### config.mk
export PLATFORM = sky130hd
export DESIGN_NAME = copy_auth_unit
export DESIGN_NICKNAME = d
export VERILOG_FILES = /design/src/rtl/cau_pkg.sv /design/src/rtl/cau_mode_decode.sv /design/src/rtl/cau_target_check.sv /design/src/rtl/cau_prog_timer.sv /design/src/rtl/copy_auth_unit.sv
export SDC_FILE = /design/constraint.sdc
export NUM_CORES = 1
export LEC_CHECK = 0
export CAP_MARGIN = 20
export CORE_AREA = 2 2 89 91
export CTS_CLUSTER_DIAMETER = 50
export DETAILED_ROUTE_END_ITERATION = 10
export DIE_AREA = 0 0 91 93
export PLACE_DENSITY = 0.88
export SLEW_MARGIN = 40
export SYNTH_ARGS = -nofsm -noshare
export SYNTH_HDL_FRONTEND = slang
export SYNTH_SLANG_ARGS = --single-unit
### constraint.sdc
create_clock -name clk -period 3.89 [get_ports clk]
set_clock_uncertainty 0.2 [all_clocks]
set_input_delay 0.9725 -clock clk [delete_from_list [all_inputs] [get_ports clk]]
set_output_delay 0.9725 -clock clk [all_outputs]
set_load 0.03 [all_outputs]
### src/rtl/cau_pkg.sv
package cau_pkg;

    typedef enum logic [1:0] {
        BM_OPEN   = 2'b00,
        BM_LOCKED = 2'b01,
        BM_OTP    = 2'b10
    } blk_mode_e;

    localparam logic [7:0] GUARD_WP  = 8'h55;
    localparam logic [7:0] GUARD_OTP = 8'hAA;

    localparam int unsigned BLK_BYTES  = 256;
    localparam int unsigned PAGE_BYTES = 32;

    typedef struct packed {
        logic copy_start;
        logic aa;
        logic stale;
    } ctl_state_t;

    function automatic logic is_guard(input logic [7:0] b);
        return (b == GUARD_WP) || (b == GUARD_OTP);
    endfunction

    function automatic blk_mode_e decode_mode(input logic [7:0] b);
        blk_mode_e m;
        if (b == GUARD_WP)       m = BM_LOCKED;
        else if (b == GUARD_OTP) m = BM_OTP;
        else                     m = BM_OPEN;
        return m;
    endfunction

endpackage

### src/rtl/cau_mode_decode.sv
module cau_mode_decode
    import cau_pkg::*;
#(
    parameter int unsigned NBLK = 10
) (
    input  logic [8*NBLK-1:0] prot_bytes,
    output logic [2*NBLK-1:0] blk_mode
);

    for (genvar g = 0; g < NBLK; g++) begin : g_blk
        blk_mode_e mode_g;
        assign mode_g             = decode_mode(prot_bytes[8*g +: 8]);
        assign blk_mode[2*g +: 2] = mode_g;
    end

endmodule

### src/rtl/cau_target_check.sv
module cau_target_check
    import cau_pkg::*;
#(
    parameter int unsigned NBLK = 10
) (
    input  logic [15:0]       tgt_addr,
    input  logic [2*NBLK-1:0] blk_mode,
    input  logic [8*NBLK-1:0] prot_bytes,
    input  logic [7:0]        blk_lock_byte,
    input  logic [7:0]        pg_lock_byte,
    output logic              copy_prot,
    output logic              byte_ro,
    output logic              tgt_eprom
);

    localparam int unsigned DATA_END     = NBLK * BLK_BYTES;
    localparam int unsigned FAC_BASE     = DATA_END + PAGE_BYTES;
    localparam int unsigned BLK_SHIFT    = $clog2(BLK_BYTES);
    localparam int unsigned OFS_W        = $clog2(PAGE_BYTES);
    localparam int unsigned LOCK_BLK_OFS = PAGE_BYTES - 2;
    localparam int unsigned LOCK_PG_OFS  = PAGE_BYTES - 1;

    logic [31:0]      addr_w;
    logic [31:0]      blk_idx;
    logic [OFS_W-1:0] ofs;
    logic             in_data;
    logic             in_reg;
    logic [1:0]       mode_sel;
    logic             reg_ro;
    logic             blk_guard;
    logic             pg_guard;

    assign addr_w    = {16'b0, tgt_addr};
    assign blk_idx   = addr_w >> BLK_SHIFT;
    assign ofs       = tgt_addr[OFS_W-1:0];
    assign in_data   = addr_w < 32'(DATA_END);
    assign in_reg    = !in_data && (addr_w < 32'(FAC_BASE));
    assign blk_guard = is_guard(blk_lock_byte);
    assign pg_guard  = is_guard(pg_lock_byte);

    always_comb begin
        mode_sel = BM_OPEN;
        for (int i = 0; i < NBLK; i++) begin
            if (blk_idx == 32'(i)) mode_sel = blk_mode[2*i +: 2];
        end
    end

    always_comb begin
        reg_ro = pg_guard;
        for (int i = 0; i < NBLK; i++) begin
            if (int'(ofs) == i) reg_ro = is_guard(prot_bytes[8*i +: 8]);
        end
        if (int'(ofs) == int'(LOCK_BLK_OFS)) reg_ro = blk_guard;
        if (int'(ofs) == int'(LOCK_PG_OFS))  reg_ro = pg_guard;
    end

    always_comb begin
        if (in_data) begin
            copy_prot = (mode_sel == BM_LOCKED) && blk_guard;
            byte_ro   = (mode_sel == BM_LOCKED);
            tgt_eprom = (mode_sel == BM_OTP);
        end else if (in_reg) begin
            copy_prot = pg_guard;
            byte_ro   = reg_ro;
            tgt_eprom = 1'b0;
        end else begin
            copy_prot = 1'b1;
            byte_ro   = 1'b1;
            tgt_eprom = 1'b0;
        end
    end

endmodule

### src/rtl/cau_prog_timer.sv
module cau_prog_timer #(
    parameter int unsigned CYCLES = 2500000
) (
    input  logic clk,
    input  logic rst_n,
    input  logic start,
    output logic busy
);

    localparam int unsigned CW = $clog2(CYCLES + 1);

    logic [CW-1:0] cnt_d;
    logic [CW-1:0] cnt_q;

    always_comb begin
        cnt_d = cnt_q;
        if (start)              cnt_d = CW'(CYCLES);
        else if (cnt_q != '0)   cnt_d = cnt_q - 1'b1;
    end

    always_ff @(posedge clk or negedge rst_n) begin
        if (!rst_n) cnt_q <= '0;
        else        cnt_q <= cnt_d;
    end

    assign busy = (cnt_q != '0);

endmodule

### src/rtl/copy_auth_unit.sv
module copy_auth_unit
    import cau_pkg::*;
#(
    parameter int unsigned NBLK        = 10,
    parameter int unsigned PROG_CYCLES = 2500000
) (
    input  logic              clk,
    input  logic              rst_n,
    input  logic [15:0]       tgt_addr,
    input  logic [7:0]        es_in,
    input  logic              pf_in,
    input  logic              bs_in,
    input  logic              wr_sp_evt,
    input  logic              mem_rd_evt,
    input  logic              auth_valid,
    input  logic [7:0]        auth_b0,
    input  logic [7:0]        auth_b1,
    input  logic [7:0]        auth_b2,
    input  logic [8*NBLK-1:0] prot_bytes,
    input  logic [7:0]        blk_lock_byte,
    input  logic [7:0]        pg_lock_byte,
    output logic              copy_start,
    output logic              aa_flag,
    output logic              prog_busy,
    output logic              xfer_status,
    output logic [2*NBLK-1:0] blk_mode,
    output logic              byte_ro,
    output logic              tgt_eprom
);

    ctl_state_t st_d;
    ctl_state_t st_q;
    logic       copy_prot;
    logic       bytes_match;
    logic       grant;

    cau_mode_decode #(.NBLK(NBLK)) u_mode (
        .prot_bytes (prot_bytes),
        .blk_mode   (blk_mode)
    );

    cau_target_check #(.NBLK(NBLK)) u_tgt (
        .tgt_addr      (tgt_addr),
        .blk_mode      (blk_mode),
        .prot_bytes    (prot_bytes),
        .blk_lock_byte (blk_lock_byte),
        .pg_lock_byte  (pg_lock_byte),
        .copy_prot     (copy_prot),
        .byte_ro       (byte_ro),
        .tgt_eprom     (tgt_eprom)
    );

    cau_prog_timer #(.CYCLES(PROG_CYCLES)) u_timer (
        .clk   (clk),
        .rst_n (rst_n),
        .start (grant),
        .busy  (prog_busy)
    );

    assign bytes_match = (auth_b0 == tgt_addr[7:0]) &&
                         (auth_b1 == tgt_addr[15:8]) &&
                         (auth_b2 == es_in);

    assign grant = auth_valid && bytes_match && !pf_in && !bs_in &&
                   !st_q.stale && !copy_prot && !prog_busy;

    always_comb begin
        st_d            = st_q;
        st_d.copy_start = grant;
        if (mem_rd_evt)     st_d.stale = 1'b1;
        else if (wr_sp_evt) st_d.stale = 1'b0;
        if (grant)          st_d.aa = 1'b1;
        else if (wr_sp_evt) st_d.aa = 1'b0;
    end

    always_ff @(posedge clk or negedge rst_n) begin
        if (!rst_n) begin
            st_q.copy_start <= 1'b0;
            st_q.aa         <= 1'b0;
            st_q.stale      <= 1'b1;
        end else begin
            st_q <= st_d;
        end
    end

    assign copy_start  = st_q.copy_start;
    assign aa_flag     = st_q.aa;
    assign xfer_status = !prog_busy;

endmodule

* After elaboration in Yosys (flattened, before gate mapping)
Cells that the tools add are included.
** Operators by class
- Eq/ne operators :: 49
- Reductions and logical operators :: 34
- Add/subtract/negate cells :: 1
- Mux-type cells :: 52
- Order comparisons :: 2
** Operator list (count)
- $eq A8 B7 Y1 const B :: 12
- $eq A8 B8 Y1 const B :: 12
- $mux W2 :: 30
- $mux W22 :: 2
- $eq A8 B3 Y1 const B :: 4
- $logic_not A32 Y1 :: 1
- $lt A16 B12 Y1 const B :: 2
- $eq A8 B8 Y1 :: 3
- $reduce_bool A22 Y1 :: 1
- $sub A22 B1 Y22 const B :: 1
- $eq A5 B4 Y1 const B :: 4
- $mux W1 :: 20
- $eq A8 B2 Y1 const B :: 2
- $eq A8 B4 Y1 const B :: 2
- $logic_or A1 B1 Y1 :: 12
- $eq A5 B2 Y1 const B :: 2
- $eq A5 B3 Y1 const B :: 2
- $eq A5 B5 Y1 const B :: 2
- $logic_and A1 B1 Y1 :: 10
- $eq A8 B1 Y1 const B :: 1
- $logic_not A1 Y1 :: 6
- $reduce_bool A2 Y1 :: 3
- $eq A5 B1 Y1 const B :: 1
- $logic_not A5 Y1 :: 1
- 2 further kinds :: 2
** Storage, ports and cells
- Output and inout bits :: 26
- Input bits :: 151
- Logic and storage cells :: 142
- Bits in registers :: 25

* Depth between registers and ports, before layout
Gate-level depths: netlist of the first run.
- Word-level depth :: 20
- Mapped depth :: 9
- Mapped depth without buffers :: 8

* Hierarchy
Synthesis of the first run repeated with hierarchy kept, for this count alone.
** Second synthesis, totals
- Cell total of the unflattened synthesis :: 380
- Area, all modules :: 3248.1 µm²
** Modules (own cells, without submodules)
- cau_prog_timer :: area an instance 1260.0 µm², times used 1, sequential area each 550.5 µm², cells each 139
- cau_target_check :: area an instance 1069.8 µm², times used 1, sequential area each 0.0 µm², cells each 138
- cau_mode_decode :: area an instance 525.5 µm², times used 1, sequential area each 0.0 µm², cells each 60
- copy_auth_unit :: area an instance 392.9 µm², times used 1, sequential area each 76.3 µm², cells each 43

* Worst setup path before layout of the first run
Ideal clock, no wire load.
- Path type :: input-to-output
- Start point :: input prot_bytes[61]
- End point :: output byte_ro
- Path slack :: -0.031 ns
- Arrival time :: 2.749 ns
- Stages on the path :: 5
- Cell sequence :: or4bb_1 > nor2_1 > nor4b_1 > a2111oi_0 > a211o_1
** Between the ends
- Elaborated cells on any way between the ends :: 16
** RTL lines
- start, declared :: RTL line copy_auth_unit.sv:19 : input logic [8*NBLK-1:0] prot_bytes,
- $eq A8 B7 Y1 :: RTL line cau_pkg.sv:27 : if (b == GUARD_WP) m = BM_LOCKED;
- $mux W2 :: RTL line cau_pkg.sv:27
- net blk_mode[14] :: RTL line copy_auth_unit.sv:26 : output logic [2*NBLK-1:0] blk_mode,
- $mux W2 (3 in a row) :: RTL line cau_target_check.sv:44 : if (blk_idx == 32'(i)) mode_sel = blk_mode[2*i +: 2];
- $eq A2 B1 Y1 :: RTL line cau_target_check.sv:60 : byte_ro = (mode_sel == BM_LOCKED);
- $mux W1 :: RTL line cau_target_check.sv:58 : if (in_data) begin
- end, declared :: RTL line copy_auth_unit.sv:27 : output logic byte_ro,
The timed path passes the listed nets, and every way through them passes these cells.

* Worst setup path after layout of the first run
- Start point :: input prot_bytes[35]
- End point :: output byte_ro
** Between the ends
- Cells in the longest elaborated chain, start to end :: 12
- Elaborated cells on any way between the ends :: 22
** Ends and longest elaborated chain
- $eq A8 B7 Y1 or $eq A8 B8 Y1 (tied branches) :: RTL line cau_pkg.sv:22, cau_pkg.sv:27, cau_pkg.sv:28
- $logic_or A1 B1 Y1 :: RTL line cau_pkg.sv:22 : return (b == GUARD_WP) || (b == GUARD_OTP);
- $mux W1 (6 in a row) :: RTL line cau_target_check.sv:51 : if (int'(ofs) == i) reg_ro = is_guard(prot_bytes[8*i +: 8]);
- $mux W1 :: RTL line cau_target_check.sv:53 : if (int'(ofs) == int'(LOCK_BLK_OFS)) reg_ro = blk_guard;
- $mux W1 :: RTL line cau_target_check.sv:54 : if (int'(ofs) == int'(LOCK_PG_OFS)) reg_ro = pg_guard;
- $mux W1 :: RTL line cau_target_check.sv:62 : end else if (in_reg) begin
- $mux W1 * :: RTL line cau_target_check.sv:58
Every way passes the cells marked *; elsewhere a longest branch is shown, timed or not.

==> metrics, run 1 <==
worst slew slack as a fraction of its limit=62.2%; maximum clock path buffer count=2; cell total after placement=665; total wire length after detailed routing=16.2 mm; #FFs+latches synth=25; Clk Latency, worst-skew pair=0.27 ns; gr ovfl total=0; number of global-route vias before repair=4157; count of input and output buffers=176; power density relative to cell area=131 nW/um^2; Via density=6.40; HP Class=flip-flop to flip-flop; Post-route DRC=0; element type at the critical path start=input port; Final Slew Violations=0; die outline width=91 um; setup ws final=-0.335 ns; number of antenna violations at the first check in global routing=0; area added between synthesis and finish=110%; min-delay src=u_timer.cnt_q[4]; crit path capture type=primary output; required time at the endpoint of the critical path=2.72 ns; fraction of power spent switching nets=30.2%; transition time at the pin with the least slew margin=0.567 ns; setup slack, reg-to-reg=1.17 ns; commonest cells in the netlist=nor4bb_1 (44), nand2_1 (34), xor2_1 (34), inv_1 (26), dfrtp_1 (24); remaining number of nets flagged by the antenna check after routing=0; vias post-DR=4449; cell with the most instances after synthesis=nor4bb_1; pin count of the biggest net entering global routing=26; Peak Freq=237 MHz; setup repair after global routing missed its margin=yes; largest fanout on the critical path=2; CTS tree=done; number of buffers created by CTS=3; highest ir drop seen on vdd=125 uV; mean cell area of the mapped netlist=8.23 sq um; logic gate share of total power=45.3%; count of final setup violators=2; Synth area leader=dfrtp_1; Max stage delay cell, worst path=nor4bb_1; count of cell types in the netlist=60; Post-synth top flop=dfrtp_1; critical path, cell by cell=clkdlybuf4s50_1 -> nor4bb_1 -> nand2_1 -> a21oi_1 -> o211ai_1 -> o211ai_1 -> a211o_4 -> buf_6; number of sinks driven by the clock tree=25; share of total power in the clock network=20.5%; Synth warnings=0; number of fillers in the final layout=434; DPL Wire Length=9.21 mm; total number of placement rows=32; net count of the mapped netlist=490; share of cells above drive strength 1=31.8%; sequential share of power=34.2%; chip height=93 um; number of flops mapped to enable cells by yosys=0; core occupancy in the finished layout=77.6%; Pint=0.534 mW; Largest delay share family, worst path=simple AND/OR/NAND/NOR gates; count of H-tree levels built during CTS=1; category of the critical setup timing path=input port to primary output; share of the cycle needed by the critical path after routing=109%; post-synthesis cell area=2780 sq um; clock slew seen by the registers of the worst setup and hold paths=0.08 ns; critical path's largest stage delay=0.51 ns; total die area=8460 sq um; share of flip-flops with an asynchronous set or reset after synthesis=100%; gpl congestion=0.905; Core Box Area=7530 sq um; Seq/Total Area, Yosys=22.5%; drt initial violations=329; cell mode on critical path=o211ai_1; average detailed-routed wire length per instance=23.3 um; r2r worst-path depth=8; critical register-to-register path endpoint=u_timer.cnt_q[0]; Max Cap Viol=0; share of Yosys cell area claimed by the top area cell type=21.6%; Initial Util=37.0%; outcome=finished with violations; standby leakage power=2.76 nW; Clk Tree Root Cell=clkbuf_8; Ports=177; worst reg2reg startpoint=u_timer.cnt_q[7]; number of detailed-route iterations in the first pass=5; Endpoint, Worst Hold=u_timer.cnt_q[4]; final period demand of the worst path=4.23 ns; Net Sw Power=0.231 mW; worst path buffer plus inverter count=2; # nets final=745; worst hold path depth=1; total routing usage reported by global routing=27.4%; global-route wire length before repair=19.1 mm; failing checks=negative setup slack; worst path arrival time=3.05 ns; cell types with the largest area share after synthesis=dfrtp_1 (22%), nor4bb_1 (16%), xor2_1 (11%), nand2_1 (4.6%), nand3_1 (3.6%); Post-Syn Instances=338; post-route insts no fill=695; Final Hold Viols=0
[cells in the final DEF, fill, tap and decap left out, types with 3 or more instances in the layout]
cell and instances:
dlymetal6s2s_1 23, nand2_1 30, clkdlybuf4s15_1 4, a21oi_1 10
a31oi_1 4, buf_4 92, nand4b_1 3, xor2_1 34
clkbuf_8 3, nor4bb_4 14, nand3_2 4, nand4_1 4
nor4_4 3, nor3_1 9, xnor2_1 6, nor4bb_1 15
nand3_1 15, or4_1 3, or3_1 6, a21oi_2 4
clkdlybuf4s50_1 86, dfrtp_1 24, o211ai_1 5, nor2_1 8
nand2_2 4, dlygate4sd2_1 43, nor4bb_2 15, buf_6 6
o21ai_0 5, inv_1 25, nor4_1 15
[worst max-delay path by stage]
| stage | from | end | slack, ns | cells past startpoint |
|---|---|---|---|---|
| after floorplan | tgt_addr[12] | byte_ro | 0.02 | 6 |
| final | prot_bytes[35] | byte_ro | -0.34 | 8 |
| after global routing | prot_bytes[35] | byte_ro | -0.49 | 8 |
| after detailed placement | tgt_addr[12] | byte_ro | -0.61 | 8 |
| after global placement | tgt_addr[12] | byte_ro | -0.46 | 8 |
| after CTS | tgt_addr[14] | byte_ro | -0.03 | 8 |
[flip-flops by register name (all words and copies together), names as in the netlist]
signal         flops
st_q               1
copy_start         1
aa_flag            1
u_timer.cnt_q     22
[stage by stage]
| step | power (mW) | setup WS, ns | TNS [ns] | cell area (sq um) | hold WS, ns |
|---|---|---|---|---|---|
| final | 0.765 | -0.335 | -0.516 | 5840 | 0.277 |
| after global placement | 0.547 | -0.463 | -0.763 | 5050 | 0.259 |
| after floorplan | 0.339 | 0.0219 | 0 | 2800 | 0.237 |
| after global routing | 0.785 | -0.486 | -0.788 | 5840 | 0.306 |
| after CTS | 0.717 | -0.0320 | -0.0320 | 5520 | 0.275 |
| after detailed placement | 0.554 | -0.610 | -1.00 | 5040 | 0.260 |
[worst register-to-register path: stages (launching register included)]
cell      delay, ns
dfrtp_1        0.44
or4_1          0.56
nor4b_1        0.39
nand3_1        0.18
buf_4          0.22
inv_2          0.22
o311ai_0       0.20
o21ai_1        0.13
a41o_1         0.11
[cell families (layout without fill, tap and decap cells)]
| family | Yosys count | in the layout | synth area share [%] |
|---|---|---|---|
| compound gates | 55 | 55 | 13.9 |
| xor+xnor | 40 | 40 | 12.6 |
| fa+ha+maj | 1 | 1 | 0.450 |
| buf+inv | 34 | 288 | 4.72 |
| flops | 25 | 25 | 22.5 |
| mux | 1 | 1 | 0.809 |
| other cells | 0 | 1 | 0 |
| simple gates | 182 | 182 | 45.0 |
[cell type report]
cell class	count	area, sq um	share of cell area (%)
well taps	102	128	2.18
flip-flops and latches	25	627	10.7
diodes	1	2.50	0.0428
multi-input cells	279	2590	44.3
inverters	27	101	1.73
repair buffers	257	2350	40.3
clock buffers	4	45.0	0.771
[per-layer routing]
| metal | wire length, um | vias to the layer above | GRT usage, % | share of wire [%] |
|---|---|---|---|---|
| li1 | - | 1832 | - | - |
| met1 | 5230 | 2096 | 27.3 | 32 |
| met2 | 8150 | 374 | 54.1 | 50 |
| met3 | 1270 | 147 | 4.19 | 7.9 |
| met4 | 1540 | 0 | 15.2 | 9.5 |
| met5 | 0 | - | 0 | 0 |
[power groups by stage]
| stage | clock network [mW] | logic [mW] | registers [mW] |
|---|---|---|---|
| 6_report | 0.157 | 0.346 | 0.261 |
| 5_1_grt | 0.167 | 0.356 | 0.261 |
| 4_1_cts | 0.156 | 0.300 | 0.261 |
| 3_5_place_dp | 0 | 0.288 | 0.266 |
| 3_3_place_gp | 0 | 0.280 | 0.266 |
| 2_1_floorplan | 0 | 0.0723 | 0.266 |
[what timing repair did]
action	4_1_cts	5_1_grt
gates cloned	0	0
buffers inserted	22	3
hold endpoints to repair	0	0
hold buffers	0	0
resized for setup	126	61
pin swaps	38	27
setup endpoints to repair	3	8
No activity file was read; power rests on OpenSTA's default activity.
==> inputs of run 2 (changes only) <==
--- a/config.mk
+++ b/config.mk
@@ -15,3 +15,4 @@
 export SYNTH_ARGS = -nofsm -noshare
 export SYNTH_HDL_FRONTEND = slang
 export SYNTH_SLANG_ARGS = --single-unit
+export TNS_END_PERCENT = 1
==> metrics, run 2 (synthesis results as in run 1) <==
worst slew slack as a fraction of its limit=62.1% (was 62.2%); most frequent standard cell in the layout excluding fill and tap cells=buf_4 (unchanged); area added between synthesis and finish=109% (was 110%); CTS Hold Bufs=0 (unchanged); total routing usage reported by global routing=27.4% (unchanged); average detailed-routed wire length per instance=23.0 um (was 23.3 um); most used cells in the layout excluding fill and tap cells=buf_4 (92), clkdlybuf4s50_1 (87), dlygate4sd2_1 (43) (was buf_4 (92), clkdlybuf4s50_1 (86), dlygate4sd2_1 (43)); count of input and output buffers=176 (unchanged); Final Hold Viols=0 (unchanged); pin count of the biggest net entering global routing=26 (unchanged); Clk Tree Root Cell=clkbuf_8 (unchanged); # nets final=745 (unchanged); maximum clock path buffer count=2 (unchanged); global-route wire length before repair=19.1 mm (unchanged); Post-Place Worst Slack=-0.610 ns (unchanged); final period demand of the worst path=4.17 ns (was 4.23 ns); Initial Util=37.0% (unchanged); Final Slew Violations=0 (unchanged); count of H-tree levels built during CTS=1 (unchanged); CTS tree=done (unchanged); die outline width=91 um (unchanged); drt initial violations=406 (was 329); crit path capture type=primary output (unchanged); required time at the endpoint of the critical path=2.72 ns (about the same); worst-case hold slack=0.276 ns (was 0.277 ns); gr ovfl total=0 (unchanged); DPL Wire Length=9.21 mm (unchanged); gpl congestion=0.905 (unchanged); total wire length after detailed routing=16.0 mm (was 16.2 mm); share of cells above drive strength 1=31.4% (was 31.8%); clock slew seen by the registers of the worst setup and hold paths=0.08 ns (about the same); number of global-route vias before repair=4157 (unchanged); failing checks=negative setup slack (unchanged); vias post-DR=4375 (was 4449); total die area=8460 sq um (unchanged); HP Class=flip-flop to flip-flop (unchanged); setup ws final=-0.279 ns (was -0.335 ns); Max Cap Viol=0 (unchanged); number of buffers created by CTS=3 (unchanged); highest ir drop seen on vdd=123 uV (was 125 uV); setup repair after global routing missed its margin=yes (unchanged); worst path arrival time=3.00 ns (was 3.05 ns); remaining number of nets flagged by the antenna check after routing=0 (unchanged); number of flip-flops under the largest register name=22 (unchanged); total number of placement rows=32 (unchanged); Post-route DRC=0 (unchanged); Ports=177 (unchanged); number of detailed-route iterations in the first pass=5 (unchanged); number of sinks driven by the clock tree=25 (unchanged); outcome=finished with violations (unchanged); post-route insts no fill=696 (was 695); transition time at the pin with the least slew margin=0.569 ns (was 0.567 ns); element type at the critical path start=input port (unchanged); number of antenna violations at the first check in global routing=0 (unchanged); cell total after placement=665 (unchanged); power density relative to cell area=131 nW/um^2 (about the same); category of the critical setup timing path=input port to primary output (unchanged); worst hold path depth=1 (unchanged); share of the cycle needed by the critical path after routing=107% (was 109%); Core Box Area=7530 sq um (unchanged); Clk Latency, worst-skew pair=0.28 ns (was 0.27 ns); core occupancy in the finished layout=77.4% (was 77.6%); count of final setup violators=2 (unchanged); Via density=6.29 (was 6.40); r2r worst-path depth=7 (was 8); chip height=93 um (unchanged); Design Power=0.764 mW (was 0.765 mW); largest fanout on the critical path=3 (was 2); Peak Freq=240 MHz (was 237 MHz); register bank with the most flops=u_timer.cnt_q (unchanged); standby leakage power=2.74 nW (was 2.76 nW)
-- run 2: cell type report --
| cell class | count | area (sq um) |
|---|---|---|
| diodes | 2 | 5.00 |
| clock buffers | 4 | 45.0 |
| fillers | 435 | 1700 |
| inverters | 27 | 101 |
| multi-input cells | 279 | 2570 |
| flip-flops and latches | 25 | 627 |
| well taps | 102 | 128 |
| repair buffers | 257 | 2350 |
-- run 2: worst max-delay path, cell delays in order --
cell and delay (ns):
clkdlybuf4s50_1 0.50, nor4bb_1 0.42, nand2_1 0.24, nand3_1 0.17, o211ai_1 0.15, a31oi_1 0.26
a211o_4 0.15, buf_6 0.13
-- run 2: metrics by stage --
stage                     instance area, sq um  TNS, ns
after floorplan                           2800        0
after global placement                    5050   -0.763
after detailed placement                  5040    -1.00
after CTS                                 5520  -0.0320
after global routing                      5820   -0.702
final                                     5830   -0.456
-- run 2: power by group --
part           total [mW]  internal, mW  switching [mW]  leakage, nW
clock network       0.158        0.0734          0.0849       0.0228
registers           0.261         0.261        0.000339        0.305
logic               0.344         0.199           0.145         2.41
-- run 2: timing repair --
action / 4_1_cts / 5_1_grt
setup buffers: 22 / 3
pin swaps: 38 / 25
cloned: 0 / 0
gates resized for setup: 126 / 57
endpoints found under the setup margin: 3 / 8
-- run 2: worst paths after layout --
| kind | startpoint | end | slack (ns) |
|---|---|---|---|
| worst min-delay path | u_timer.cnt_q[4] | u_timer.cnt_q[4] | 0.28 |
| min in group asynchronous | rst_n | u_timer.cnt_q[19] | 0.48 |
| max in group asynchronous | rst_n | st_q[0] | 2.63 |
| worst max register to register | u_timer.cnt_q[7] | u_timer.cnt_q[18] | 1.17 |
| worst min register to register | u_timer.cnt_q[4] | u_timer.cnt_q[4] | 0.28 |
| worst max-delay path | pg_lock_byte[7] | byte_ro | -0.28 |
-- run 2: routing by layer --
metal  vias up  track usage, %  share of wire, %
met5         -               0                 0
met2       353            54.1                50
li1       1823               -                 -
met3       142            4.19               8.0
met4         0            15.2               9.7
met1      2057            27.3                32
